`src/rtl/stagger_pwm_pkg.sv`:
```
package stagger_pwm_pkg;

   // Output timing variant of a lane: compare result straight out, or one flop deep.
   typedef enum logic {
      PWM_OUT_COMB = 1'b0,
      PWM_OUT_FLOP = 1'b1
   } pwm_out_style_e;

   localparam int unsigned PWM_DEF_CHANNELS = 5;
   localparam int unsigned PWM_DEF_CNT_W    = 8;
   localparam int unsigned PWM_DEF_ADDR_W   = 3;

endpackage

```
`src/rtl/pwm_period_counter.sv`:
```
module pwm_period_counter #(
   parameter int unsigned CNT_W = 8
) (
   input  logic             clk,
   input  logic             rst_n,
   input  logic             tick,
   output logic [CNT_W-1:0] count
);

   logic [CNT_W-1:0] count_q;

   always_ff @(posedge clk or negedge rst_n) begin
      if (!rst_n) begin
         count_q <= '0;
      end else if (tick) begin
         count_q <= count_q + 1'b1;
      end
   end

   assign count = count_q;

endmodule

```
`src/rtl/pwm_duty_file.sv`:
```
module pwm_duty_file #(
   parameter int unsigned NUM_CH    = 5,
   parameter int unsigned CNT_W     = 8,
   parameter int unsigned ADDR_W    = 3,
   parameter int unsigned BASE_ADDR = 0
) (
   input  logic                         clk,
   input  logic                         rst_n,
   input  logic                         wr_en,
   input  logic [ADDR_W-1:0]            wr_addr,
   input  logic [CNT_W-1:0]             wr_data,
   output logic [NUM_CH-1:0][CNT_W-1:0] hold
);

   for (genvar g = 0; g < NUM_CH; g++) begin : g_slot
      localparam logic [ADDR_W-1:0] SLOT_ADDR = ADDR_W'(BASE_ADDR + g);
      logic [CNT_W-1:0] hold_q;
      logic             hit;

      assign hit = wr_en && (wr_addr == SLOT_ADDR);

      always_ff @(posedge clk or negedge rst_n) begin
         if (!rst_n) begin
            hold_q <= '0;
         end else if (hit) begin
            hold_q <= wr_data;
         end
      end

      assign hold[g] = hold_q;
   end

endmodule

```
`src/rtl/pwm_lane.sv`:
```
module pwm_lane
   import stagger_pwm_pkg::*;
#(
   parameter int unsigned    CNT_W     = 8,
   parameter int unsigned    OFFS      = 0,
   parameter pwm_out_style_e OUT_STYLE = PWM_OUT_FLOP
) (
   input  logic             clk,
   input  logic             rst_n,
   input  logic             tick,
   input  logic [CNT_W-1:0] count,
   input  logic [CNT_W-1:0] hold,
   output logic [CNT_W-1:0] active,
   output logic             pin_rel
);

   localparam logic [CNT_W-1:0] OFFS_V = CNT_W'(OFFS);

   logic [CNT_W-1:0] phase;
   logic [CNT_W-1:0] active_q;
   logic             reload;
   logic             high_w;

   // Lane-local phase; the reload lands on the edge where it rolls back to zero.
   assign phase  = count - OFFS_V;
   assign reload = tick && (phase == '1);
   assign high_w = phase < active_q;

   always_ff @(posedge clk or negedge rst_n) begin
      if (!rst_n) begin
         active_q <= '0;
      end else if (reload) begin
         active_q <= hold;
      end
   end

   assign active = active_q;

   if (OUT_STYLE == PWM_OUT_FLOP) begin : g_flop
      logic rel_q;
      always_ff @(posedge clk or negedge rst_n) begin
         if (!rst_n) begin
            rel_q <= 1'b0;
         end else begin
            rel_q <= high_w;
         end
      end
      assign pin_rel = rel_q;
   end else begin : g_comb
      assign pin_rel = high_w;
   end

endmodule

```
`src/rtl/stagger_pwm_bank.sv`:
```
module stagger_pwm_bank
   import stagger_pwm_pkg::*;
#(
   parameter int unsigned    NUM_CH    = PWM_DEF_CHANNELS,
   parameter int unsigned    CNT_W     = PWM_DEF_CNT_W,
   parameter int unsigned    ADDR_W    = PWM_DEF_ADDR_W,
   parameter int unsigned    BASE_ADDR = 0,
   parameter int unsigned    STAGGER   = 1,
   parameter pwm_out_style_e OUT_STYLE = PWM_OUT_FLOP
) (
   input  logic              clk,
   input  logic              rst_n,
   input  logic              pwm_tick,
   input  logic              wr_en,
   input  logic [ADDR_W-1:0] wr_addr,
   input  logic [CNT_W-1:0]  wr_data,
   output logic [NUM_CH-1:0] pull_n
);

   localparam int unsigned PERIOD = 2 ** CNT_W;
   localparam int unsigned SPAN   = (NUM_CH - 1) * STAGGER;

   if (NUM_CH < 1) begin : g_bad_ch
      $error("stagger_pwm_bank: NUM_CH must be at least 1");
   end
   if (CNT_W < 2 || CNT_W > 16) begin : g_bad_w
      $error("stagger_pwm_bank: CNT_W must be within 2..16");
   end
   if (SPAN >= PERIOD) begin : g_bad_span
      $error("stagger_pwm_bank: stagger span must stay inside one period");
   end
   if (BASE_ADDR + NUM_CH > 2 ** ADDR_W) begin : g_bad_addr
      $error("stagger_pwm_bank: channel addresses exceed the address space");
   end

   logic [CNT_W-1:0]             cnt_w;
   logic [NUM_CH-1:0][CNT_W-1:0] hold_w;
   logic [NUM_CH-1:0][CNT_W-1:0] act_w;

   pwm_period_counter #(
      .CNT_W (CNT_W)
   ) cnt_i (
      .clk   (clk),
      .rst_n (rst_n),
      .tick  (pwm_tick),
      .count (cnt_w)
   );

   pwm_duty_file #(
      .NUM_CH    (NUM_CH),
      .CNT_W     (CNT_W),
      .ADDR_W    (ADDR_W),
      .BASE_ADDR (BASE_ADDR)
   ) duty_i (
      .clk     (clk),
      .rst_n   (rst_n),
      .wr_en   (wr_en),
      .wr_addr (wr_addr),
      .wr_data (wr_data),
      .hold    (hold_w)
   );

   for (genvar g = 0; g < NUM_CH; g++) begin : g_lane
      pwm_lane #(
         .CNT_W     (CNT_W),
         .OFFS      (g * STAGGER),
         .OUT_STYLE (OUT_STYLE)
      ) lane_i (
         .clk     (clk),
         .rst_n   (rst_n),
         .tick    (pwm_tick),
         .count   (cnt_w),
         .hold    (hold_w[g]),
         .active  (act_w[g]),
         .pin_rel (pull_n[g])
      );
   end

endmodule

```
`config.mk`:
```
export PLATFORM = sky130hd
export DESIGN_NAME = stagger_pwm_bank
export DESIGN_NICKNAME = d
export VERILOG_FILES = /design/src/rtl/stagger_pwm_pkg.sv /design/src/rtl/pwm_period_counter.sv /design/src/rtl/pwm_duty_file.sv /design/src/rtl/pwm_lane.sv /design/src/rtl/stagger_pwm_bank.sv
export SDC_FILE = /design/constraint.sdc
export NUM_CORES = 1
export LEC_CHECK = 0
export ABC_AREA = 1
export BUFFER_PORTS_ARGS = -buffer_cell sky130_fd_sc_hd__buf_2
export CAP_MARGIN = 20
export CORE_ASPECT_RATIO = 0.9
export CORE_MARGIN = 1
export CORE_UTILIZATION = 54
export DETAILED_ROUTE_END_ITERATION = 8
export PLACE_DENSITY_LB_ADDON = 0.15
export SLEW_MARGIN = 40
export SYNTH_ARGS = -nofsm -noshare
export SYNTH_HDL_FRONTEND = slang
export SYNTH_SLANG_ARGS = --single-unit
```
`constraint.sdc`:
```
create_clock -name clk -period 6.2 [get_ports clk]
set_input_delay 0.62 -clock clk [delete_from_list [all_inputs] [get_ports clk]]
set_output_delay 0.62 -clock clk [all_outputs]
set_load 0.02 [all_outputs]
```
; After elaboration in Yosys (flattened, before gate mapping)
; Index checks and enable logic that the tools add are counted.
[classes]
n_reduce_logical = 11
n_lt_le_gt_ge = 5
n_eq_ne = 9
n_addsub = 5
[op_table]
columns = cell, n
row1 = equality test 8 bit (second input constant), 5
row2 = < comparator 8 bit, 5
row3 = subtractor 8 x 2 -> 8 bit (second input constant), 2
row4 = logical AND 1 bit, 10
row5 = adder 8 x 1 -> 8 bit (second input constant), 1
row6 = subtractor 8 x 1 -> 8 bit (second input constant), 1
row7 = subtractor 8 x 3 -> 8 bit (second input constant), 1
row8 = equality test 3 x 2 -> 1 bit (second input constant), 2
row9 = equality test 3 x 1 -> 1 bit (second input constant), 1
row10 = equality test 3 bit (second input constant), 1
row11 = zero test 3 bit, 1
[word_totals]
inputBits = 15
elab_cells = 46
register_bits = 93

; Logic depth before layout (Yosys ltp)
; Gate-level depths: netlist (run 1).
[logic_depth]
depth_word = 3
depth_mapped = 11
ltp_nobuf = 11

; Cells and area by module
; From an unflattened synthesis (run 1), not the netlist that was laid out.
[hier_totals]
cells_unflattened = 706
area_unflattened_um2 = 5800.6
[modules_own_cells]
columns = module, cells_per_inst, seq_area_each_um2, area_per_inst_um2, instances
row1 = pwm_duty_file, 182, 1001.0, 1651.6, 1
row2 = pwm_lane (g_lane[3].lane_i), 111, 225.2, 874.6, 1
row3 = pwm_lane (g_lane[1].lane_i), 106, 225.2, 824.5, 1
row4 = pwm_lane (g_lane[2].lane_i), 104, 225.2, 763.2, 1
row5 = pwm_lane (g_lane[4].lane_i), 98, 225.2, 739.5, 1
row6 = pwm_lane (g_lane[0].lane_i), 65, 225.2, 571.8, 1
row7 = pwm_period_counter, 40, 200.2, 375.4, 1

; Worst setup path after synthesis (run 1)
; No wires, ideal clock.
[synth_timing]
path_kind = register to register
from = reg cnt_i.count_q[1], in the netlist cnt_i.count[1]
to = reg g_lane[1].lane_i.g_flop.rel_q
required_time_ns = 6.072
path_slack_ns = 3.949
period_less_slack_ns = 2.251
path_buffers = 1
setup_ns = 0.128
arrival_time_ns = 2.124
path_stages_with_launch = 11
cell_sequence = dfrtp_1 -> inv_1 -> ha_1 -> clkbuf_1 -> nand2_1 -> o21ai_0 -> nand2_2 -> ha_1 -> inv_1 -> o31ai_1 -> a21oi_1
[synth_via]
elab_chain_cells = 2
[synth_lines]
columns = element, line
row1 = "start, declared", pwm_period_counter.sv:10  ; logic [CNT_W-1:0] count_q;
row2 = "start signal, assigned", pwm_period_counter.sv:16  ; count_q <= count_q + 1'b1;
row3 = subtractor 8 x 1 -> 8 bit, pwm_lane.sv:25  ; assign phase = count - OFFS_V;
row4 = < comparator 8 bit, pwm_lane.sv:27  ; assign high_w = phase < active_q;
row5 = via g_lane[1].lane_i.high_w, pwm_lane.sv:22  ; logic high_w;
row6 = "end signal, assigned", pwm_lane.sv:45  ; rel_q <= high_w;
row7 = "end, declared", pwm_lane.sv:40  ; logic rel_q;
; The timed path passes the listed nets, and every way through them passes these cells.
; A chain may end at the register's enable or synchronous reset.

; Worst setup path in the final report (run 1)
; Same ends and word-level chain as after synthesis.

==> key figures, run 1 <==
Place
  • Dpl hpwl: 8183 um
  • Gpl congestion: 0.9322
  • DP Cell Count: 743
  • Port Buf Inserts: 19

Pwr
  • Power per cell area: 423.1 nW/um2
  • Max IR drop VDD: 0.2640 mV
  • Lkg Pwr: 2.802 nW

Critical path
  • Slowest-stage cell, CP: dfrtp_1
  • Crit path max-delay family: adder cells
  • Critical path arrival: 2.75 ns
  • Largest stage delay on the critical path: 0.49 ns
  • Crit path capture type: flip-flop
  • Crit-path max FO: 10
  • Setup CP Type: flip-flop to flip-flop
  • WP buf/inv: 2
  • Crit-path cells: inv_1 > ha_1 > nand2_1 > o21ai_0 > nand2_2 > ha_1 > inv_1 > o31ai_1 > a21oi_1
  • Worst Setup Start Kind: flip-flop
  • WP data required: 6.46 ns

STA
  • Sum Neg Setup Slack: 0 ns
  • Slew Limit Headroom: 51.81%
  • RSZ-0062 raised after global routing: false
  • Final Skew: 0.01330 ns
  • Final hold vios: 0
  • Final min period: 2.495 ns
  • Maximum clock frequency: 400.8 MHz
  • Final period utilization: 40.24%
  • Pins Over Slew Limit: 0
  • Setup violators final: 0
  • Worst-margin pin slew: 0.7228 ns

CTS
  • Total CTS buffers: 9
  • Clock root buffer: clkbuf_8
  • Cts repair resizes: 0
  • Clock transition at path regs: 0.09 ns
  • Clk Latency, worst-skew pair: 0.37 ns
  • H-Tree Depth: 3
  • Post-CTS setup buffers: 0
  • CTS tree: yes
  • Clock sinks: 93
  • CTS Hold Bufs: 0
  • Max clock buf depth: 2

Yosys
  • Cell Area, Synth: 5211 um2
  • Yosys reg bits: 93
  • Yosys cell types: 30
  • Multiplexer area fraction after synthesis: 0%
  • Largest family of logic cells by synthesized area: simple AND/OR/NAND/NOR gates
  • Post-Syn Instances: 618
  • Sequential share of the synthesized area: 44.66%
  • Mapped Avg Cell Area: 8.432 um2
  • Yosys warning total: 0
  • Synth Area in Simple Gates: 24.68%
  • Post-Synth Adder-Cell Area: 11.28%
  • Post-synthesis compound-gate area fraction: 8.547%
  • Xor/xnor share of the synthesized area: 2.377%
  • Syn_nets: 680

Final layout
  • Most frequent cells in the layout: 176 x nand2_1, 93 x dfrtp_1, 83 x inv_1
  • Final cell count without fillers: 759
  • Leading cell type in the layout, fill and taps excluded: nand2_1
  • Share of layout cells above drive strength 1: 9.733%
  • Multi-input logic area: 2444 um2
  • Diode count: 0
  • Layout filler cell count: 832
  • Synth-to-layout area growth: 7.131%
  • NumNets Final: 694
  • Finished Core Util: 60.36%
  • Register area: 2327 um2

Global routing
  • Grt ovf: 0
  • First-pass GRT wire length: 19040 um
  • Total GRT Usage: 25.34%
  • Vias in the first global route: 3781
  • Antenna violations before repair: 0
  • Largest net degree at the start of global routing: 81

Detailed routing
  • Vias: 4029
  • Via density per instance: 5.308
  • # DRC: 0
  • First-pass iteration count of the detailed router: 5
  • Routed len/inst: 15.08 um
  • Post-DRT Antenna Nets: 0
  • WL final: 11450 um
  • 1st-iter DRT viols: 233

Die
  • Core area: 9249 um2
  • I/O pins: 20
  • Cell Rows: 33
  • Die Wd: 105.6 um
  • Starting Density: 56.34%
  • Die H: 95.20 um
  • Die ar.: 10050 um2

Flow run
  • Max cap viols: 0

Worst hold path
  • Hold crit path type: input port to async pin

Outcome
  • Status: complete, no violations
## power by group
part | internal, mW | leakage (nW) | total [mW] | switching (mW)
combinational | 0.366 | 1.47 | 1.03 | 0.665
sequential | 0.731 | 1.22 | 0.878 | 0.147
clock | 0.240 | 0.114 | 0.453 | 0.213
## state kept, by name (all words and copies together) (netlist names)
register	flops
g_lane.lane_i.pin_rel	5
cnt_i.count	8
duty_i.g_slot.hold_q	40
g_lane.lane_i.active	40
## final cells by class
class                      count  area share (%)
clock buffer                  11           2.533
sequential                    93           41.69
tap                          122           2.734
clock inverter                 5           1.479
inverter                      87           5.849
timing repair buffer          20           1.950
multi-input combinational    421           43.77
## through the flow
step / cell area [um2] / setup slack [ns] / power (mW) / hold WS [ns]
after floorplan: 5211 / 3.949 / 1.652 / 0.3244
after global placement: 5355 / 3.863 / 1.862 / 0.4588
after detailed placement: 5359 / 3.754 / 1.909 / 0.4604
after CTS: 5583 / 3.721 / 2.369 / 0.08389
after global routing: 5583 / 3.481 / 2.582 / 0.09606
final: 5583 / 3.705 / 2.362 / 0.09237
## cell families (layout without fill, tap and decap cells)
kind of cell / count (synthesis) / after routing
AND/OR/NAND/NOR: 274 / 274
AO/OA/AOI/OAI: 88 / 88
buffers and inverters: 104 / 123
XOR/XNOR: 12 / 12
adder cells (fa/ha/maj): 47 / 47
flip-flops: 93 / 93
## worst reg2reg max path, cell delays in order, from the launching register on
cell,delay (ns)
dfrtp_1,0.49
inv_1,0.28
ha_1,0.36
nand2_1,0.13
o21ai_0,0.22
nand2_2,0.19
ha_1,0.34
inv_1,0.06
o31ai_1,0.25
a21oi_1,0.07
## final timing paths
check / startpoint / to / slack [ns] / depth (start not counted)
setup / recovery: cnt_i.count[1]$_DFFE_PN0P_ / g_lane[1].lane_i.pin_rel$_DFF_PN0_ / 3.70 / 9
hold / removal: rst_n / g_lane[4].lane_i.pin_rel$_DFF_PN0_ / 0.09 / 1
setup reg to reg: cnt_i.count[1]$_DFFE_PN0P_ / g_lane[1].lane_i.pin_rel$_DFF_PN0_ / 3.70 / 9
hold reg to reg: g_lane[4].lane_i.active[4]$_DFFE_PN0P_ / g_lane[4].lane_i.active[4]$_DFFE_PN0P_ / 0.48 / 2
max in group asynchronous: rst_n / g_lane[3].lane_i.active[3]$_DFFE_PN0P_ / 5.16 / 2
min in group clk: g_lane[4].lane_i.active[4]$_DFFE_PN0P_ / g_lane[4].lane_i.active[4]$_DFFE_PN0P_ / 0.48 / 2
## cells in the mapped netlist
cell	instances	area, um2
nor2_2	1	6.260
ha_1	47	588.1
nand2_2	5	31.28
inv_2	4	15.01
nand3_1	35	175.2
nor2_1	13	48.80
nand4_1	22	137.6
nand2_1	176	660.6
xnor2_1	1	8.760
o21ai_1	8	40.04
nand2_4	2	22.52
xor2_4	1	27.53
clkbuf_8	1	13.76
o31ai_1	2	15.01
and2_1	2	12.51
buf_4	6	45.04
nor2_4	10	112.6
buf_6	2	22.52
nor3_1	3	15.01
o21ai_0	52	260.3
xor2_1	10	87.58
dfrtp_1	93	2327
inv_1	83	311.6
buf_2	2	10.01
and3_1	1	6.260
nand4_2	1	12.51
clkbuf_1	6	22.52
a21oi_1	26	130.1
nand3_4	2	35.03
nor3_2	1	10.01
## routing by layer
metal  routed length [um]  GRT usage [%]  vias to the layer above
met3                  536          4.443                       18
met1                 5670          36.53                     1902
met5                    0              0                        -
met4                  184          8.449                        0
met2                 5054          38.93                       84
li1                     -              -                     2025
Power figures use the tool's default switching activity.
==> inputs of run 2 (changes only) <==
--- a/config.mk
+++ b/config.mk
@@ -5,7 +5,7 @@
 export SDC_FILE = /design/constraint.sdc
 export NUM_CORES = 1
 export LEC_CHECK = 0
-export ABC_AREA = 1
+export ABC_AREA = 0
 export BUFFER_PORTS_ARGS = -buffer_cell sky130_fd_sc_hd__buf_2
 export CAP_MARGIN = 20
 export CORE_ASPECT_RATIO = 0.9
==> constraint.sdc (replaced) <==
create_clock -name clk -period 2.1 [get_ports clk]
set_input_delay 0.21 -clock clk [delete_from_list [all_inputs] [get_ports clk]]
set_output_delay 0.21 -clock clk [all_outputs]
set_load 0.02 [all_outputs]
==> key figures, run 2 <==
Place
  • Dpl ws: -0.1298 ns
  • Port Buf Inserts: 19
  • Gpl congestion: 0.8363
  • Dpl hpwl: 7623 um

Final layout
  • Diode count: 0
  • Most frequent cells in the layout: 89 x dfrtp_1, 56 x buf_4, 55 x mux2_2
  • Finished Core Util: 68.31%
  • NumNets Final: 564
  • Leading cell type in the layout, fill and taps excluded: dfrtp_1
  • Layout filler cell count: 645
  • Synth-to-layout area growth: 22.75%
  • Share of layout cells above drive strength 1: 42.41%

CTS
  • CTS tree: yes
  • Clock sinks: 93
  • Clock transition at path regs: 0.10 ns
  • H-Tree Depth: 3
  • Total CTS buffers: 9
  • Clk Latency, worst-skew pair: 0.36 ns
  • Clock root buffer: clkbuf_8
  • Max clock buf depth: 2

Die
  • Die ar.: 9752 um2
  • Starting Density: 55.65%
  • Die H: 93.79 um
  • Cell Rows: 33
  • Die Wd: 104.0 um
  • I/O pins: 20
  • Core area: 9084 um2

Critical path
  • Crit-path max FO: 8
  • Critical path arrival: 2.46 ns
  • Worst Setup Start Kind: flip-flop
  • Largest stage delay on the critical path: 0.51 ns
  • Slowest-stage cell, CP: dfrtp_1
  • Crit path max-delay family: flip-flops
  • WP buf/inv: 2
  • WP data required: 2.35 ns
  • Setup CP Type: flip-flop to flip-flop
  • Crit path capture type: flip-flop
  • Crit-path cells: buf_4 > xor2_1 > nor3_2 > a31oi_2 > a2111oi_4 > buf_6 > mux2_4

Pwr
  • Max IR drop VDD: 0.6681 mV
  • Lkg Pwr: 2.979 nW
  • Power per cell area: 1338 nW/um2

Detailed routing
  • Via density per instance: 5.355
  • Vias: 3368
  • First-pass iteration count of the detailed router: 4
  • Post-DRT Antenna Nets: 0
  • Routed len/inst: 17.80 um
  • # DRC: 0
  • 1st-iter DRT viols: 123
  • WL final: 11190 um

STA
  • Final Skew: 0.01630 ns
  • Slew Limit Headroom: 70.44%
  • Final min period: 2.214 ns
  • Final hold vios: 0
  • Setup violators final: 34
  • Maximum clock frequency: 451.7 MHz
  • Final period utilization: 105.4%
  • Worst-margin pin slew: 0.4434 ns
  • Sum Neg Setup Slack: -1.698 ns
  • Worst setup margin: -0.1141 ns
  • RSZ-0062 raised after global routing: true
  • Pins Over Slew Limit: 0

Outcome
  • Failing checks: setup timing
  • Status: finished, violations left

Global routing
  • Largest net degree at the start of global routing: 43
  • Total GRT Usage: 23.96%
  • Grt ovf: 0
  • Antenna violations before repair: 0
  • First-pass GRT wire length: 17720 um
  • Vias in the first global route: 3440

Yosys
  • Yosys warning total: 0
  • Post-synth top area share: 46.04%
  • Yosys cell types: 39
  • Largest family of logic cells by synthesized area: multiplexers
  • Asr flop ratio synth: 100.0%
  • Post-synthesis compound-gate area fraction: 7.203%
  • Synth cell count leaders: 93 x dfrtp_1, 73 x mux2_2, 47 x ha_1, 42 x inv_1, 23 x nand2_1
  • Top cells by area, synth: dfrtp_1 46%, mux2_2 16%, ha_1 12%, inv_1 3.1%, xor2_1 2.8%
  • Multiplexer area fraction after synthesis: 16.26%
  • Syn_nets: 488
  • Mapped Avg Cell Area: 11.87 um2
  • Xor/xnor share of the synthesized area: 5.025%
  • Sequential share of the synthesized area: 46.04%
  • Leading area contributor after synthesis: dfrtp_1
  • Post-Syn Instances: 426
  • Post-synth EDFFs: 0
  • Post-Synth Adder-Cell Area: 11.63%
  • Cell with the most instances after synthesis: dfrtp_1
  • Synth Area in Simple Gates: 7.426%
  • Ys flop type: dfrtp_1
  • Yosys reg bits: 93
  • Cell Area, Synth: 5055 um2

Flow run
  • Max cap viols: 0

Worst hold path
  • Hold crit path type: input port to flip-flop
[run 2: cell types whose count changed after synthesis, sizes merged, moves of 22 or more]
cell,delta
o21ai,-45
mux2,+73
nand3,-25
nand4,-22
nand2,-160
inv,-45
[run 2: layout make-up]
class | instances | area, um2 | area share (%)
Clock inverter | 6 | 87.58 | 1.412
Tap cell | 122 | 152.6 | 2.460
Sequential cell | 93 | 2332 | 37.59
Timing Repair Buffer | 86 | 653.1 | 10.53
Clock buffer | 10 | 127.6 | 2.057
Inverter | 42 | 170.2 | 2.742
Multi-Input combinational cell | 270 | 2681 | 43.21
[run 2: timing repair]
item	4_1_cts	5_1_grt
hold buffers	1	0
setup buffers	12	3
setup endpoints to repair	36	36
resized for setup	40	16
pin swaps	19	17
endpoints found under the hold margin	31	0
[run 2: worst reg2reg max path: stages (launching register included)]
cell and delay, ns:
dfrtp_1 0.51, buf_4 0.23, xor2_1 0.19, nor3_2 0.22, a31oi_2 0.09, a2111oi_4 0.35
buf_6 0.21, mux2_4 0.31
[run 2: cell families after synthesis]
family,Yosys count
AO/OA/AOI/OAI,54
buffers and inverters,63
AND/OR/NAND/NOR,67
flip-flops,93
multiplexers,73
adder cells (fa/ha/maj),47
XOR/XNOR,29
[run 2: worst paths after layout]
check / startpoint / endpoint / slack, ns / cells past startpoint
worst min register to register: duty_i.g_slot[0].hold_q[1]$_DFFE_PN0P_ / g_lane[0].lane_i.active[1]$_DFFE_PN0P_ / 0.50 / 2
max in group asynchronous: rst_n / g_lane[4].lane_i.active[3]$_DFFE_PN0P_ / 1.13 / 3
min in group asynchronous: rst_n / g_lane[2].lane_i.pin_rel$_DFF_PN0_ / 0.33 / 2
worst max-delay path: cnt_i.count[5]$_DFFE_PN0P_ / g_lane[1].lane_i.active[4]$_DFFE_PN0P_ / -0.11 / 7
worst max register to register: cnt_i.count[5]$_DFFE_PN0P_ / g_lane[1].lane_i.active[4]$_DFFE_PN0P_ / -0.11 / 7
worst min-delay path: pwm_tick / cnt_i.count[1]$_DFFE_PN0P_ / 0.17 / 2
[run 2: report_power, final]
group / total, mW / internal [mW] / switching [mW]
clock: 1.31 / 0.674 / 0.633
combinational: 4.59 / 2.38 / 2.21
sequential: 2.41 / 2.16 / 0.254
total: 8.30 / 5.21 / 3.10
[run 2: metrics by stage]
stage / power [mW] / std cells / hold WS, ns / area, um2
2_1_floorplan: 5.066 / 426 / -0.08559 / 5175
3_3_place_gp: 6.119 / 598 / 0.1819 / 5645
3_5_place_dp: 6.256 / 598 / 0.1889 / 5645
4_1_cts: 7.989 / 627 / 0.1616 / 6112
5_1_grt: 8.888 / 629 / 0.1776 / 6205
6_report: 8.304 / 629 / 0.1736 / 6205
[run 2: per-layer routing]
layer	up-vias	wire [um]	global-route usage, %
met5	-	0	0
met4	0	149	7.857
met3	14	338	4.577
met2	53	5626	40.72
met1	1694	5079	31.03
li1	1607	-	-
==> inputs of run 3 (changes only) <==
--- a/config.mk
+++ b/config.mk
@@ -7,7 +7,6 @@
 export LEC_CHECK = 0
 export ABC_AREA = 0
 export BUFFER_PORTS_ARGS = -buffer_cell sky130_fd_sc_hd__buf_2
-export CAP_MARGIN = 20
 export CORE_ASPECT_RATIO = 0.9
 export CORE_MARGIN = 1
 export CORE_UTILIZATION = 54
@@ -16,4 +15,5 @@
 export SLEW_MARGIN = 40
 export SYNTH_ARGS = -nofsm -noshare
 export SYNTH_HDL_FRONTEND = slang
+export SYNTH_HIERARCHICAL = 1
 export SYNTH_SLANG_ARGS = --single-unit
==> key figures, run 3 <==
Detailed routing
  • Routed len/inst: 17.73 um
  • First-pass iteration count of the detailed router: 4
  • # DRC: 0
  • Via density per instance: 5.434
  • Vias: 3293
  • WL final: 10740 um
  • 1st-iter DRT viols: 134
  • Post-DRT Antenna Nets: 0

Global routing
  • Grt ovf: 0
  • Total GRT Usage: 25.83%
  • Largest net degree at the start of global routing: 59
  • Antenna violations before repair: 0
  • First-pass GRT wire length: 17960 um
  • Vias in the first global route: 3481

CTS
  • Clock transition at path regs: 0.10 ns
  • Total CTS buffers: 9
  • H-Tree Depth: 3
  • Clock root buffer: clkbuf_8
  • Clock sinks: 93
  • Clk Latency, worst-skew pair: 0.37 ns
  • CTS tree: yes
  • Max clock buf depth: 2

Die
  • Core area: 8768 um2
  • Starting Density: 56.84%
  • Die H: 93.14 um
  • I/O pins: 20
  • Die ar.: 9617 um2
  • Cell Rows: 32
  • Die Wd: 103.3 um

Critical path
  • Crit-path max FO: 8
  • WP buf/inv: 2
  • Reg-to-reg endpoint: g_lane[4].lane_i/active[4]$_DFFE_PN0P_
  • WP data required: 2.35 ns
  • Setup CP Type: flip-flop to flip-flop
  • Largest stage delay on the critical path: 0.47 ns
  • Crit path max-delay family: simple AND/OR/NAND/NOR gates
  • Worst Setup Start Kind: flip-flop
  • Reg2reg start: cnt_i/count[2]$_DFFE_PN0P_
  • Worst R2R Setup Slack: -0.24 ns
  • Crit-path cells: buf_6 > or3_4 > or4_4 > a211oi_4 > buf_12 > mux2_4
  • Crit path capture type: flip-flop
  • Critical path arrival: 2.58 ns
  • Cell depth of the worst setup path: 6
  • Slowest-stage cell, CP: or4_4
  • Path depth of the worst reg2reg path: 6

STA
  • Final Skew: 0.01051 ns
  • Final min period: 2.336 ns
  • Slew Limit Headroom: 52.78%
  • Maximum clock frequency: 428.1 MHz
  • Final hold vios: 0
  • RSZ-0062 raised after global routing: true
  • Worst-margin pin slew: 0.7053 ns
  • Final period utilization: 111.2%
  • Pins Over Slew Limit: 0
  • Worst setup margin: -0.2357 ns
  • Setup violators final: 35

Outcome
  • Failing checks: setup timing
  • Status: finished, violations left

Pwr
  • Comb pwr share: 54.8%
  • P_sw: 2.973 mW
  • Clock Power Share: 14.4%
  • Cell Int Power: 4.802 mW
  • Switching part of the total: 38.24%
  • Seq pwr share: 30.8%
  • Lkg Pwr: 2.869 nW
  • Power per cell area: 1272 nW/um2
  • Max IR drop VDD: 0.7196 mV

Final layout
  • Synth-to-layout area growth: 22.70%
  • Finished Core Util: 69.73%
  • Most frequent cells in the layout: 88 x dfrtp_1, 65 x mux2_2, 48 x buf_4
  • Final cell count without fillers: 606
  • Diode count: 0
  • NumNets Final: 538
  • Share of layout cells above drive strength 1: 44.56%
  • Leading cell type in the layout, fill and taps excluded: dfrtp_1

Place
  • Dpl ws: -0.1918 ns
  • Port Buf Inserts: 19
  • Dpl hpwl: 7535 um
  • DP Cell Count: 575
  • Gpl congestion: 0.8433

Yosys
  • Ys flop type: dfrtp_1
  • Cell Area, Synth: 4984 um2
  • Yosys cell types: 42
  • Sequential share of the synthesized area: 46.70%
  • Post-Syn Instances: 400
  • Yosys reg bits: 93
  • Mapped Avg Cell Area: 12.46 um2
  • Synth cell count leaders: 93 x dfrtp_1, 81 x mux2_2, 46 x inv_1, 41 x ha_1, 17 x xor2_1
  • Asr flop ratio synth: 100.0%
  • Yosys warning total: 6
  • Post-synth EDFFs: 0
  • Syn_nets: 456
  • Top cells by area, synth: dfrtp_1 47%, mux2_2 18%, ha_1 10%, inv_1 3.5%, xor2_1 3.0%
  • Cell with the most instances after synthesis: dfrtp_1
  • Post-synth top area share: 46.70%
  • Leading area contributor after synthesis: dfrtp_1

Worst hold path
  • Hold crit path type: input port to flip-flop
  • Hold Crit Depth: 2
  • Min-delay src: wr_data[0]
  • Hold EP: duty_i/g_slot[4].hold_q[0]$_DFFE_PN0P_

Flow run
  • Max cap viols: 0
[run 3: changes by cell type after synthesis, sizes merged, moves of 4 or more]
cell / before / now
nand2: 23 / 13
mux2: 73 / 81
nor4bb: 0 / 4
ha: 47 / 41
nand4: 1 / 10
inv: 42 / 46
o21ai: 15 / 4
nand3: 12 / 8
buf: 15 / 4
a31oi: 11 / 7
clkbuf: 6 / 0
[run 3: worst max-delay path by stage]
stage,endpoint,slack [ns],from
2_1_floorplan,g_lane[4].lane_i/active[0]$_DFFE_PN0P_,-0.19,cnt_i/count[4]$_DFFE_PN0P_
3_3_place_gp,g_lane[1].lane_i/pin_rel$_DFF_PN0_,-0.15,cnt_i/count[0]$_DFFE_PN0P_
3_5_place_dp,g_lane[3].lane_i/active[1]$_DFFE_PN0P_,-0.19,cnt_i/count[0]$_DFFE_PN0P_
4_1_cts,g_lane[1].lane_i/active[3]$_DFFE_PN0P_,-0.15,cnt_i/count[3]$_DFFE_PN0P_
5_1_grt,g_lane[1].lane_i/pin_rel$_DFF_PN0_,-0.28,cnt_i/count[2]$_DFFE_PN0P_
6_report,g_lane[4].lane_i/active[4]$_DFFE_PN0P_,-0.24,cnt_i/count[2]$_DFFE_PN0P_
[run 3: cell type report]
type	instances	area, um2
Tap cell	119	148.9
Inverter	46	177.7
Fill cell	624	2654
Timing Repair Buffer	75	593.1
Clock buffer	9	123.9
Sequential cell	93	2336
Multi-Input combinational cell	257	2678
Clock inverter	7	57.56
[run 3: per-stage QoR]
step           hold WS, ns  setup TNS (ns)  instance area [um2]  power [mW]
3_3_place_gp        0.2068          -3.861                 5603       5.907
4_1_cts             0.2057          -2.838                 6012       7.591
6_report            0.2108          -4.718                 6115       7.776
5_1_grt             0.1989          -7.670                 6115       8.403
2_1_floorplan     -0.08559          -3.792                 5037       4.788
3_5_place_dp        0.2112          -5.109                 5603       6.102
[run 3: layer usage]
layer / GRT usage, % / vias to the layer above / part of all wire, %
li1: - / 1581 / -
met1: 35.27 / 1648 / 48
met2: 40.89 / 44 / 47
met3: 4.260 / 20 / 2.2
met4: 10.68 / 0 / 2.7
met5: 0 / - / 0
[run 3: power groups by stage]
| stage | clock [mW] | combinational (mW) | sequential, mW |
|---|---|---|---|
| floorplan | 0 | 2.11 | 2.67 |
| global placement | 0 | 3.51 | 2.40 |
| detailed placement | 0 | 3.68 | 2.42 |
| CTS | 1.14 | 4.05 | 2.39 |
| global route | 1.22 | 4.74 | 2.45 |
| finish | 1.12 | 4.26 | 2.40 |
[run 3: worst register-to-register path, delay by kind of cell, from the launching register on]
family	cells	cell delay, ns
and+or+nand+nor	2	0.85
DFF	1	0.46
buffers and inverters	2	0.31
AOI/OAI and AO/OA	1	0.30
muxes	1	0.31
[run 3: logic make-up (layout without fill, tap and decap cells)]
kind of cell	Yosys count	count (layout)	share of synthesized area (%)
compound gates	42	42	6.026
xor+xnor	28	28	4.921
fa+ha+maj	41	41	10.29
buf+inv	50	137	3.992
flops	93	93	46.70
mux	81	81	18.30
simple gates	65	65	9.767
[run 3: timing repair]
action | in CTS | in global routing
hold buffers | 1 | 0
gates resized for setup | 30 | 15
buffers inserted | 12 | 3
endpoints found under the hold margin | 35 | 0
pin swaps | 15 | 17
setup endpoints to repair | 35 | 36
